File: config.mk
export PLATFORM = sky130hd
export DESIGN_NAME = interval_timer
export DESIGN_NICKNAME = d
export VERILOG_FILES = /design/src/rtl/timer_pkg.sv /design/src/rtl/timer_tick.sv /design/src/rtl/timer_core.sv /design/src/rtl/interval_timer.sv
export SDC_FILE = /design/constraint.sdc
export NUM_CORES = 1
export LEC_CHECK = 0
export ABC_AREA = 1
export CORE_MARGIN = 1.5
export CORE_UTILIZATION = 45
export DETAILED_ROUTE_END_ITERATION = 8
export PLACE_DENSITY = 0.7
export SETUP_SLACK_MARGIN = 0.02
export SYNTH_ARGS = -nofsm -noshare
export SYNTH_HDL_FRONTEND = slang
export SYNTH_HIERARCHICAL = 1
export SYNTH_SLANG_ARGS = --single-unit
File: constraint.sdc
create_clock -name clk -period 5.3 [get_ports clk]
set_input_delay 1.06 -clock clk [delete_from_list [all_inputs] [get_ports clk]]
set_output_delay 1.06 -clock clk [all_outputs]
set_load 0.01 [all_outputs]
File: src/rtl/timer_pkg.sv
package timer_pkg;
  localparam int DATA_W = 32;
  localparam int ADDR_W = 3;
  localparam int FRAC_W = 9;
  localparam int CNT_W  = DATA_W - 1 - FRAC_W;

  typedef enum logic [1:0] {
    MODE_PROC = 2'd0,
    MODE_USER = 2'd1,
    MODE_SYS  = 2'd2
  } tmr_mode_e;

  localparam logic [ADDR_W-1:0] A_LIM_RST = 3'd0;
  localparam logic [ADDR_W-1:0] A_COUNT   = 3'd1;
  localparam logic [ADDR_W-1:0] A_LIM_RUN = 3'd2;
  localparam logic [ADDR_W-1:0] A_MODE    = 3'd3;
endpackage

File: src/rtl/timer_tick.sv
module timer_tick #(
  parameter int DIV = 50
) (
  input  logic clk,
  input  logic rst,
  input  logic run,
  input  logic clear,
  output logic tick
);
  localparam int PW = (DIV > 1) ? $clog2(DIV) : 1;
  localparam logic [PW-1:0] LAST = PW'(DIV - 1);

  logic [PW-1:0] pre;

  always_ff @(posedge clk) begin
    if (rst || clear || !run) pre <= '0;
    else if (pre == LAST)     pre <= '0;
    else                      pre <= pre + 1'b1;
  end

  assign tick = run && (pre == LAST);

  // a stopped timer leaves the phase at zero
  assert_idle_phase_R1: assert property (@(posedge clk) disable iff (rst)
    !run |=> (pre == '0));
endmodule

File: src/rtl/timer_core.sv
module timer_core #(
  parameter int CW = timer_pkg::CNT_W
) (
  input  logic          clk,
  input  logic          rst,
  input  logic          tick,
  input  logic          restart,
  input  logic          load_lim,
  input  logic [CW-1:0] lim_in,
  input  logic          force_full,
  input  logic          ack,
  input  logic          irq_en,
  output logic [CW-1:0] cnt,
  output logic [CW-1:0] lim,
  output logic          reached,
  output logic          irq
);
  logic hit, evt, set_irq;

  assign hit     = (cnt == lim);
  assign evt     = tick && hit && !restart;
  assign set_irq = evt && irq_en && !force_full;

  always_ff @(posedge clk) begin
    if (rst) begin
      cnt     <= '0;
      lim     <= '0;
      reached <= 1'b0;
      irq     <= 1'b0;
    end else begin
      if (force_full)    lim <= '1;
      else if (load_lim) lim <= lim_in;

      if (restart)   cnt <= '0;
      else if (tick) cnt <= hit ? '0 : cnt + 1'b1;

      if (evt)      reached <= 1'b1;
      else if (ack) reached <= 1'b0;

      if (restart || force_full) irq <= 1'b0;
      else if (set_irq)          irq <= 1'b1;
      else if (ack)              irq <= 1'b0;
    end
  end

  assert_wrap_R3: assert property (@(posedge clk) disable iff (rst)
    evt |=> (cnt == '0) && reached);

  assert_irq_flag_R3: assert property (@(posedge clk) disable iff (rst)
    irq |-> reached);

  assert_ack_clears_R4: assert property (@(posedge clk) disable iff (rst)
    (ack && !evt) |=> (!reached && !irq));
endmodule

File: src/rtl/interval_timer.sv
module interval_timer
  import timer_pkg::*;
#(
  parameter int        TICK_DIV  = 50,
  parameter tmr_mode_e INIT_MODE = MODE_PROC
) (
  input  logic              clk,
  input  logic              rst,
  input  logic              wr_en,
  input  logic              rd_en,
  input  logic [ADDR_W-1:0] addr,
  input  logic [DATA_W-1:0] wdata,
  output logic [DATA_W-1:0] rdata,
  output logic              irq
);
  tmr_mode_e  mode;
  logic       run;
  logic       tick, user, wr_rst, wr_run, wr_mode, enter_user, ack;
  logic [CNT_W-1:0] cnt, lim;
  logic       reached;

  assign user       = (mode == MODE_USER);
  assign wr_rst     = wr_en && (addr == A_LIM_RST);
  assign wr_run     = wr_en && (addr == A_LIM_RUN);
  assign wr_mode    = wr_en && (addr == A_MODE) && (mode != MODE_SYS);
  assign enter_user = wr_mode && wdata[0];
  assign ack        = rd_en && (addr == A_LIM_RST) && !user;

  always_ff @(posedge clk) begin
    if (rst) begin
      mode <= INIT_MODE;
      run  <= 1'b0;
    end else begin
      if (wr_mode) mode <= wdata[0] ? MODE_USER : MODE_PROC;
      if (wr_rst || wr_run || enter_user) run <= 1'b1;
    end
  end

  timer_tick #(.DIV(TICK_DIV)) u_tick (
    .clk  (clk),
    .rst  (rst),
    .run  (run),
    .clear(wr_rst),
    .tick (tick)
  );

  timer_core #(.CW(CNT_W)) u_core (
    .clk       (clk),
    .rst       (rst),
    .tick      (tick),
    .restart   (wr_rst),
    .load_lim  ((wr_rst || wr_run) && !user),
    .lim_in    (wdata[DATA_W-2:FRAC_W]),
    .force_full(enter_user),
    .ack       (ack),
    .irq_en    (!user),
    .cnt       (cnt),
    .lim       (lim),
    .reached   (reached),
    .irq       (irq)
  );

  always_ff @(posedge clk) begin
    if (rst) begin
      rdata <= '0;
    end else if (rd_en) begin
      case (addr)
        A_LIM_RST, A_LIM_RUN: rdata <= {1'b0, lim, {FRAC_W{1'b0}}};
        A_COUNT:              rdata <= {reached, cnt, {FRAC_W{1'b0}}};
        A_MODE:               rdata <= {{(DATA_W-2){1'b0}}, mode};
        default:              rdata <= '0;
      endcase
    end
  end

  assert_user_quiet_R8: assert property (@(posedge clk) disable iff (rst)
    user |-> !irq);

  assert_sys_locked_R7: assert property (@(posedge clk) disable iff (rst)
    (mode == MODE_SYS) |=> (mode == MODE_SYS));

  assert_stopped_R1: assert property (@(posedge clk) disable iff (rst)
    (!run && !wr_en) |=> $stable(cnt));

  assert_restart_R5: assert property (@(posedge clk) disable iff (rst)
    wr_rst |=> ((cnt == '0) && !irq));
endmodule

==> summary.txt, run 1 <==
Max-Cap Viols = 0
worst hold slack = 0.468 ns
cell type with the largest total area after synthesis = dfxtp_1
initial core utilization = 0.472
internal power = 905 µW
via count = 4009
most frequent cells after synthesis = nand2_1, dfxtp_1, inv_1
Worst Path Required = 5.57 ns
Max IR drop VDD = 0.000110 V
delay-heaviest family, CP = buffers and inverters
setup violators final = 0
H-tree Lvls = 3
Nets = 706
largest net degree at the start of global routing = 34
Worst Skew = 0.00699 ns
gpl congestion = 0.909
CTS tree = done
chain of cells forming the critical path = clkdlybuf4s50_1 -> nor2_4 -> inv_2 -> nor2_1 -> inv_2 -> nor2_2 -> buf_4 -> nor2_1 -> nand2_1 -> a21oi_1
Seq/Total Area, Yosys = 0.374
fin util = 0.556
Clk Latency, worst-skew pair = 0.35 ns
Initial DRT Pass Iterations = 5
synthesized flop and latch total = 78
number of global-route vias before repair = 3721
clock-pin slew on the worst setup and hold paths = 0.08 ns
minimum clock period = 3.87 ns
area of the multi-input gates = 2150 µm²
Rows = 34
Area Growth Syn to Fin = 17.7%
initial antenna violation count = 0
routed len/inst = 13.8 µm
remaining global-route overflow = 0
Die ar. = 9870 µm²
final worst-path cycle share = 0.729
syn_area_per_cell = 6.70 µm²
CP bufs+invs = 4
half-perimeter wire length after placement = 7610 µm
placed cell count = 761
post-synth top area share = 0.374
Num Clock Sinks = 78
PwrDens = 246 nW/µm²
Gate Count Post-Synth = 624
final wirelength = 10700 µm
top_reg_cell synth = dfxtp_1
NetSw = 302 µW
share of layout cells above drive strength 1 = 0.103
CP Capture Type = flop
actual slew at the worst max-slew pin = 1.08 ns
Fmax = 259 MHz
slowest cell on the critical path = clkdlybuf4s50_1
relative slew slack = 0.276
input/output buffers = 54
crit path kind = input pin to flop
Logic pwr share = 0.092
Sw Share = 0.251
final std cells w/o fill = 777
worst-path maximum fanout = 33
sequential share of power = 0.501
post-CTS setup buffer count = 0
Num CTS Buffers = 9
Clk pwr share = 0.408
Die Ht = 99.4 µm
Fin. Hold Viols = 0
synthesized area = 4180 µm²
IO Count = 72
leakage = 0.00192 µW
initial DRC count = 243
final-layout fill cell count = 899
status = completed
core box area = 8850 µm²
number of remaining DRC errors = 0
register area = 1560 µm²
Post-Route Setup TNS = 0 ns
GRT Util Overall = 0.226
Final Max Slew Viols = 0
startpoint types = input pin
die width = 99.4 µm
Via density = 5.16
maximum root-to-sink buffer count = 2
most common cell in the synthesized netlist = nand2_1
hold buffers post-CTS = 0
first-pass GRT wire length = 17800 µm
unrepaired setup endpoints after global routing = false
CTS root buffer = clkbuf_8
worst hold path class = flop to flop
crit path DAT = 4.13 ns
CP max stage delay = 1.19 ns
post-synthesis cell type count = 31
EDFF count, synth = 0
worst slack at placement = 1.16 ns
min setup slack post-route = 1.43 ns
Synth warnings = 6
antenna cells = 0
post-CTS sizing = 0
Final ANT Viol Nets = 0
Synth async-reset ratio = 0
largest cells by area after synthesis = dfxtp_1, nand2_1, inv_1, a21oi_1, a21oi_2
tightest hold or removal path, cell delays in order (launching register included):
cell	delay (ns)
dfxtp_1	0.31
nand2_1	0.06
a21oi_1	0.05
area by class of cell:
type | instances | area share
clock buffer | 11 | 0.0267
sequential | 78 | 0.318
inverter | 81 | 0.0618
tap | 108 | 0.0275
clock inverter | 5 | 0.0168
multi-input combinational | 438 | 0.438
timing repair buffer | 56 | 0.112
final timing paths:
kind                       from              to  slack, ns  depth (start not counted)
setup / recovery        addr[0]   u_core/lim[5]       1.43                         10
hold / removal         rdata[0]        rdata[0]       0.47                          2
setup reg to reg  u_tick/pre[0]  u_core/cnt[19]       2.84                         10
hold reg to reg        rdata[0]        rdata[0]       0.47                          2
power groups by stage:
stage                     registers, µW  logic (µW)  clock network, µW
after floorplan                     616        74.5                  0
after global placement              618         108                  0
after detailed placement            618         110                  0
after CTS                           604         110                498
after global routing                606         124                526
final                               604         111                492
per-layer routing:
layer,track usage,vias up,part of all wire
met3,0.0408,18,0.065
met4,0.0639,0,0.015
li1,-,2018,-
met5,0,-,0
met2,0.363,129,0.45
met1,0.312,1844,0.47
stage by stage:
stage                     cell area (µm²)  total power, µW
after global placement               4700              726
after detailed placement             4700              728
final                                4920             1210
after CTS                            4920             1210
after global routing                 4920             1260
after floorplan                      4200              691
cell families (layout without fill, tap and decap cells):
logic type | after synthesis | after routing | share of synthesized area
DFF | 78 | 78 | 0.374
adders and majority gates | 3 | 3 | 0.00899
and+or+nand+nor | 339 | 339 | 0.355
buffers and inverters | 115 | 153 | 0.118
other | 1 | 8 | 0.000898
xor gates and xnor gates | 15 | 15 | 0.0314
AOI/OAI and AO/OA | 73 | 73 | 0.112
cells in the final DEF, fill, tap and decap left out, types with 2 or more instances in the layout:
| cell type | synthesis | routed |
|---|---|---|
| nand2_1 | 217 | 217 |
| dfxtp_1 | 78 | 78 |
| inv_1 | 73 | 73 |
| clkdlybuf4s50_1 | 0 | 53 |
| nor2_1 | 42 | 41 |
| a21oi_1 | 36 | 36 |
| nand4_1 | 25 | 25 |
| a21oi_2 | 20 | 20 |
| nand3_1 | 16 | 16 |
| nor2_2 | 12 | 13 |
| nor3_1 | 13 | 13 |
| xor2_1 | 13 | 13 |
| o211ai_1 | 10 | 10 |
| clkbuf_8 | 0 | 9 |
| inv_2 | 8 | 8 |
| conb_1 | 1 | 8 |
| o21ai_0 | 6 | 6 |
| nor2_4 | 4 | 4 |
| nand3_2 | 3 | 3 |
| ha_1 | 3 | 3 |
| nor4_1 | 2 | 2 |
| bufinv_16 | 0 | 2 |
| clkbuf_1 | 8 | 2 |
| buf_4 | 8 | 2 |
| xnor2_1 | 2 | 2 |
flip-flops by register name, summed over array words and instances, names as in the netlist:
signal	cells
rdata	24
u_core/cnt	22
u_core/lim	22
u_tick/pre	6
mode	1
run	1
u_core/irq	1
u_core/reached	1
Note: power is estimated with default switching activity, not from simulation.
==> run 2, diff against run 1 <==
Settings changed: PLACE_DENSITY 0.7 to 0.72.
Clock period 5.3 ns to 3.4 ns, I/O delays scaled along.
==> run 2 against run 1 <==
Net effect: non-clock buffer count up 6; final cell count increased by 0.77%; critical path depth unchanged; via count increased by 0.12%; clock skew increased by 0.0014 ns; sequential power rose by 56%; worst hold slack is essentially flat; setup slack worse by 0.56 ns; first-iteration DRC count up 31%; global-route usage is 0.44 points lower.
==> summary.txt, run 2 (synthesis gave the netlist of run 1 again) <==
status = completed
Area Growth Syn to Fin = 17.9%
Fmax = 396 MHz
crit path DAT = 2.78 ns (-1.35 ns)
R2R cell count = 10 (unchanged)
Clk Latency, worst-skew pair = 0.36 ns (about the same)
Nets = 712 (+0.85%)
Initial DRT Pass Iterations = 5 (unchanged)
first-pass GRT wire length = 17200 µm (-3.1%)
final-layout fill cell count = 869 (-3.3%)
Most flops, register = rdata
setup violators final = 0 (unchanged)
Worst Hold Path EP = rdata[15]
Die Ht = 99.4 µm (unchanged)
clock-pin slew on the worst setup and hold paths = 0.09 ns (about the same)
commonest non-fill, non-tap cell in the layout = nand2_1
actual slew at the worst max-slew pin = 0.729 ns (-0.354 ns)
final wirelength = 10600 µm (-1.0%)
H-tree Lvls = 3 (unchanged)
CTS tree = done
Num Clock Sinks = 78 (unchanged)
Post-Route Setup TNS = 0 ns (unchanged)
Max-Cap Viols = 0 (unchanged)
hold buffers post-CTS = 0 (unchanged)
maximum root-to-sink buffer count = 2 (unchanged)
startpoint types = flop
CTS root buffer = clkbuf_8
die width = 99.4 µm (unchanged)
leakage = 0.00192 µW (+0.47%)
Max IR drop VDD = 0.000168 V (+53%)
worst r2r src = u_tick/pre[0]
IO Count = 72 (unchanged)
Worst Path Required = 3.66 ns (-1.91 ns)
routed len/inst = 13.5 µm (-1.8%)
Worst Skew = 0.00842 ns (+0.00143 ns)
minimum clock period = 2.52 ns
Via density = 5.13 (-0.64%)
Num CTS Buffers = 9 (unchanged)
initial antenna violation count = 0 (unchanged)
hold depth = 2 (unchanged)
Final ANT Viol Nets = 0 (unchanged)
share of layout cells above drive strength 1 = 0.114 (+0.0109)
CP Capture Type = flop
crit path kind = flop to flop
worst hold path class = flop to flop
reg2reg end = u_core/cnt[19]
remaining global-route overflow = 0 (unchanged)
Die ar. = 9870 µm² (unchanged)
setup slack, reg-to-reg = 0.88 ns (-1.96 ns)
core box area = 8850 µm² (unchanged)
Largest regs = rdata x24, u_core/cnt x22, u_core/lim x22
Fin. Hold Viols = 0 (unchanged)
unrepaired setup endpoints after global routing = false
Final Max Slew Viols = 0 (unchanged)
post-CTS sizing = 0 (unchanged)
post-CTS setup buffer count = 0 (unchanged)
final worst-path cycle share = 0.742
gpl congestion = 0.917 (+0.86%)
Rows = 34 (unchanged)
largest net degree at the start of global routing = 28 (-18%)
half-perimeter wire length after placement = 7650 µm (+0.54%)
antenna cells = 0 (unchanged)
number of global-route vias before repair = 3697 (-0.64%)
Hold Crit Start = rdata[15]
GRT Util Overall = 0.221 (-0.00441)
worst-path maximum fanout = 7 (-79%)
number of remaining DRC errors = 0 (unchanged)
relative slew slack = 0.512 (+0.236)
commonest cells after routing, fill and taps aside = nand2_1, dfxtp_1, inv_1
max FFs per register = 24 (unchanged)
PwrDens = 359 nW/µm² (+46%)
initial core utilization = 0.472 (unchanged)
via count = 4014 (+0.12%)
fin util = 0.557 (+0.00113)
initial DRC count = 319 (+31%)
input/output buffers = 54 (unchanged)
run 2: through the flow:
stage                     hold slack [ns]  std cells  cell area [µm²]  total power, µW  setup slack [ns]
after floorplan                     0.438        631             4200             1080              1.46
after global placement              0.453        767             4750             1130             0.781
after detailed placement            0.457        767             4750             1140             0.730
after CTS                           0.470        783             4930             1780             0.943
after global routing                0.492        783             4930             1840             0.700
final                               0.468        783             4930             1770             0.878
run 2: worst max path at each step:
| stage | from | end | cells after the start |
|---|---|---|---|
| floorplan | u_tick/pre[0] | u_core/cnt[19] | 10 |
| finish | u_tick/pre[0] | u_core/cnt[19] | 10 |
| detailed placement | addr[2] | u_core/lim[12] | 10 |
| CTS | u_tick/pre[0] | u_core/cnt[19] | 10 |
| global route | u_tick/pre[0] | u_core/cnt[19] | 10 |
| global placement | addr[2] | u_core/lim[0] | 10 |
run 2: area by class of cell:
class                           instances  area [µm²]  share of cell area
Inverter                               81         304              0.0617
Tap cell                              108         135              0.0274
Timing Repair Buffer                   62         596               0.121
Clock buffer                            9         124              0.0251
Clock inverter                          7        55.1              0.0112
Multi-Input combinational cell        438        2150               0.437
Sequential cell                        78        1560               0.317
run 2: critical path: stages (launching register included):
cell	delay [ns]
dfxtp_1	0.40
ha_1	0.19
nand3_2	0.09
nor2_1	0.57
nand4_2	0.23
nor2_2	0.21
nand3_2	0.16
nor3_1	0.30
nand3_1	0.11
nor2_1	0.10
nor2_1	0.05
run 2: where the power goes:
part	switching (µW)	total, µW	internal, µW
registers	13.7	942	929
clock network	375	649	274
logic	108	177	68.8
run 2: metal layers:
layer / track usage / vias to the layer above / part of all wire
li1: - / 2029 / -
met1: 0.294 / 1813 / 0.45
met2: 0.361 / 153 / 0.45
met3: 0.0372 / 19 / 0.072
met4: 0.0856 / 0 / 0.021
met5: 0 / - / 0
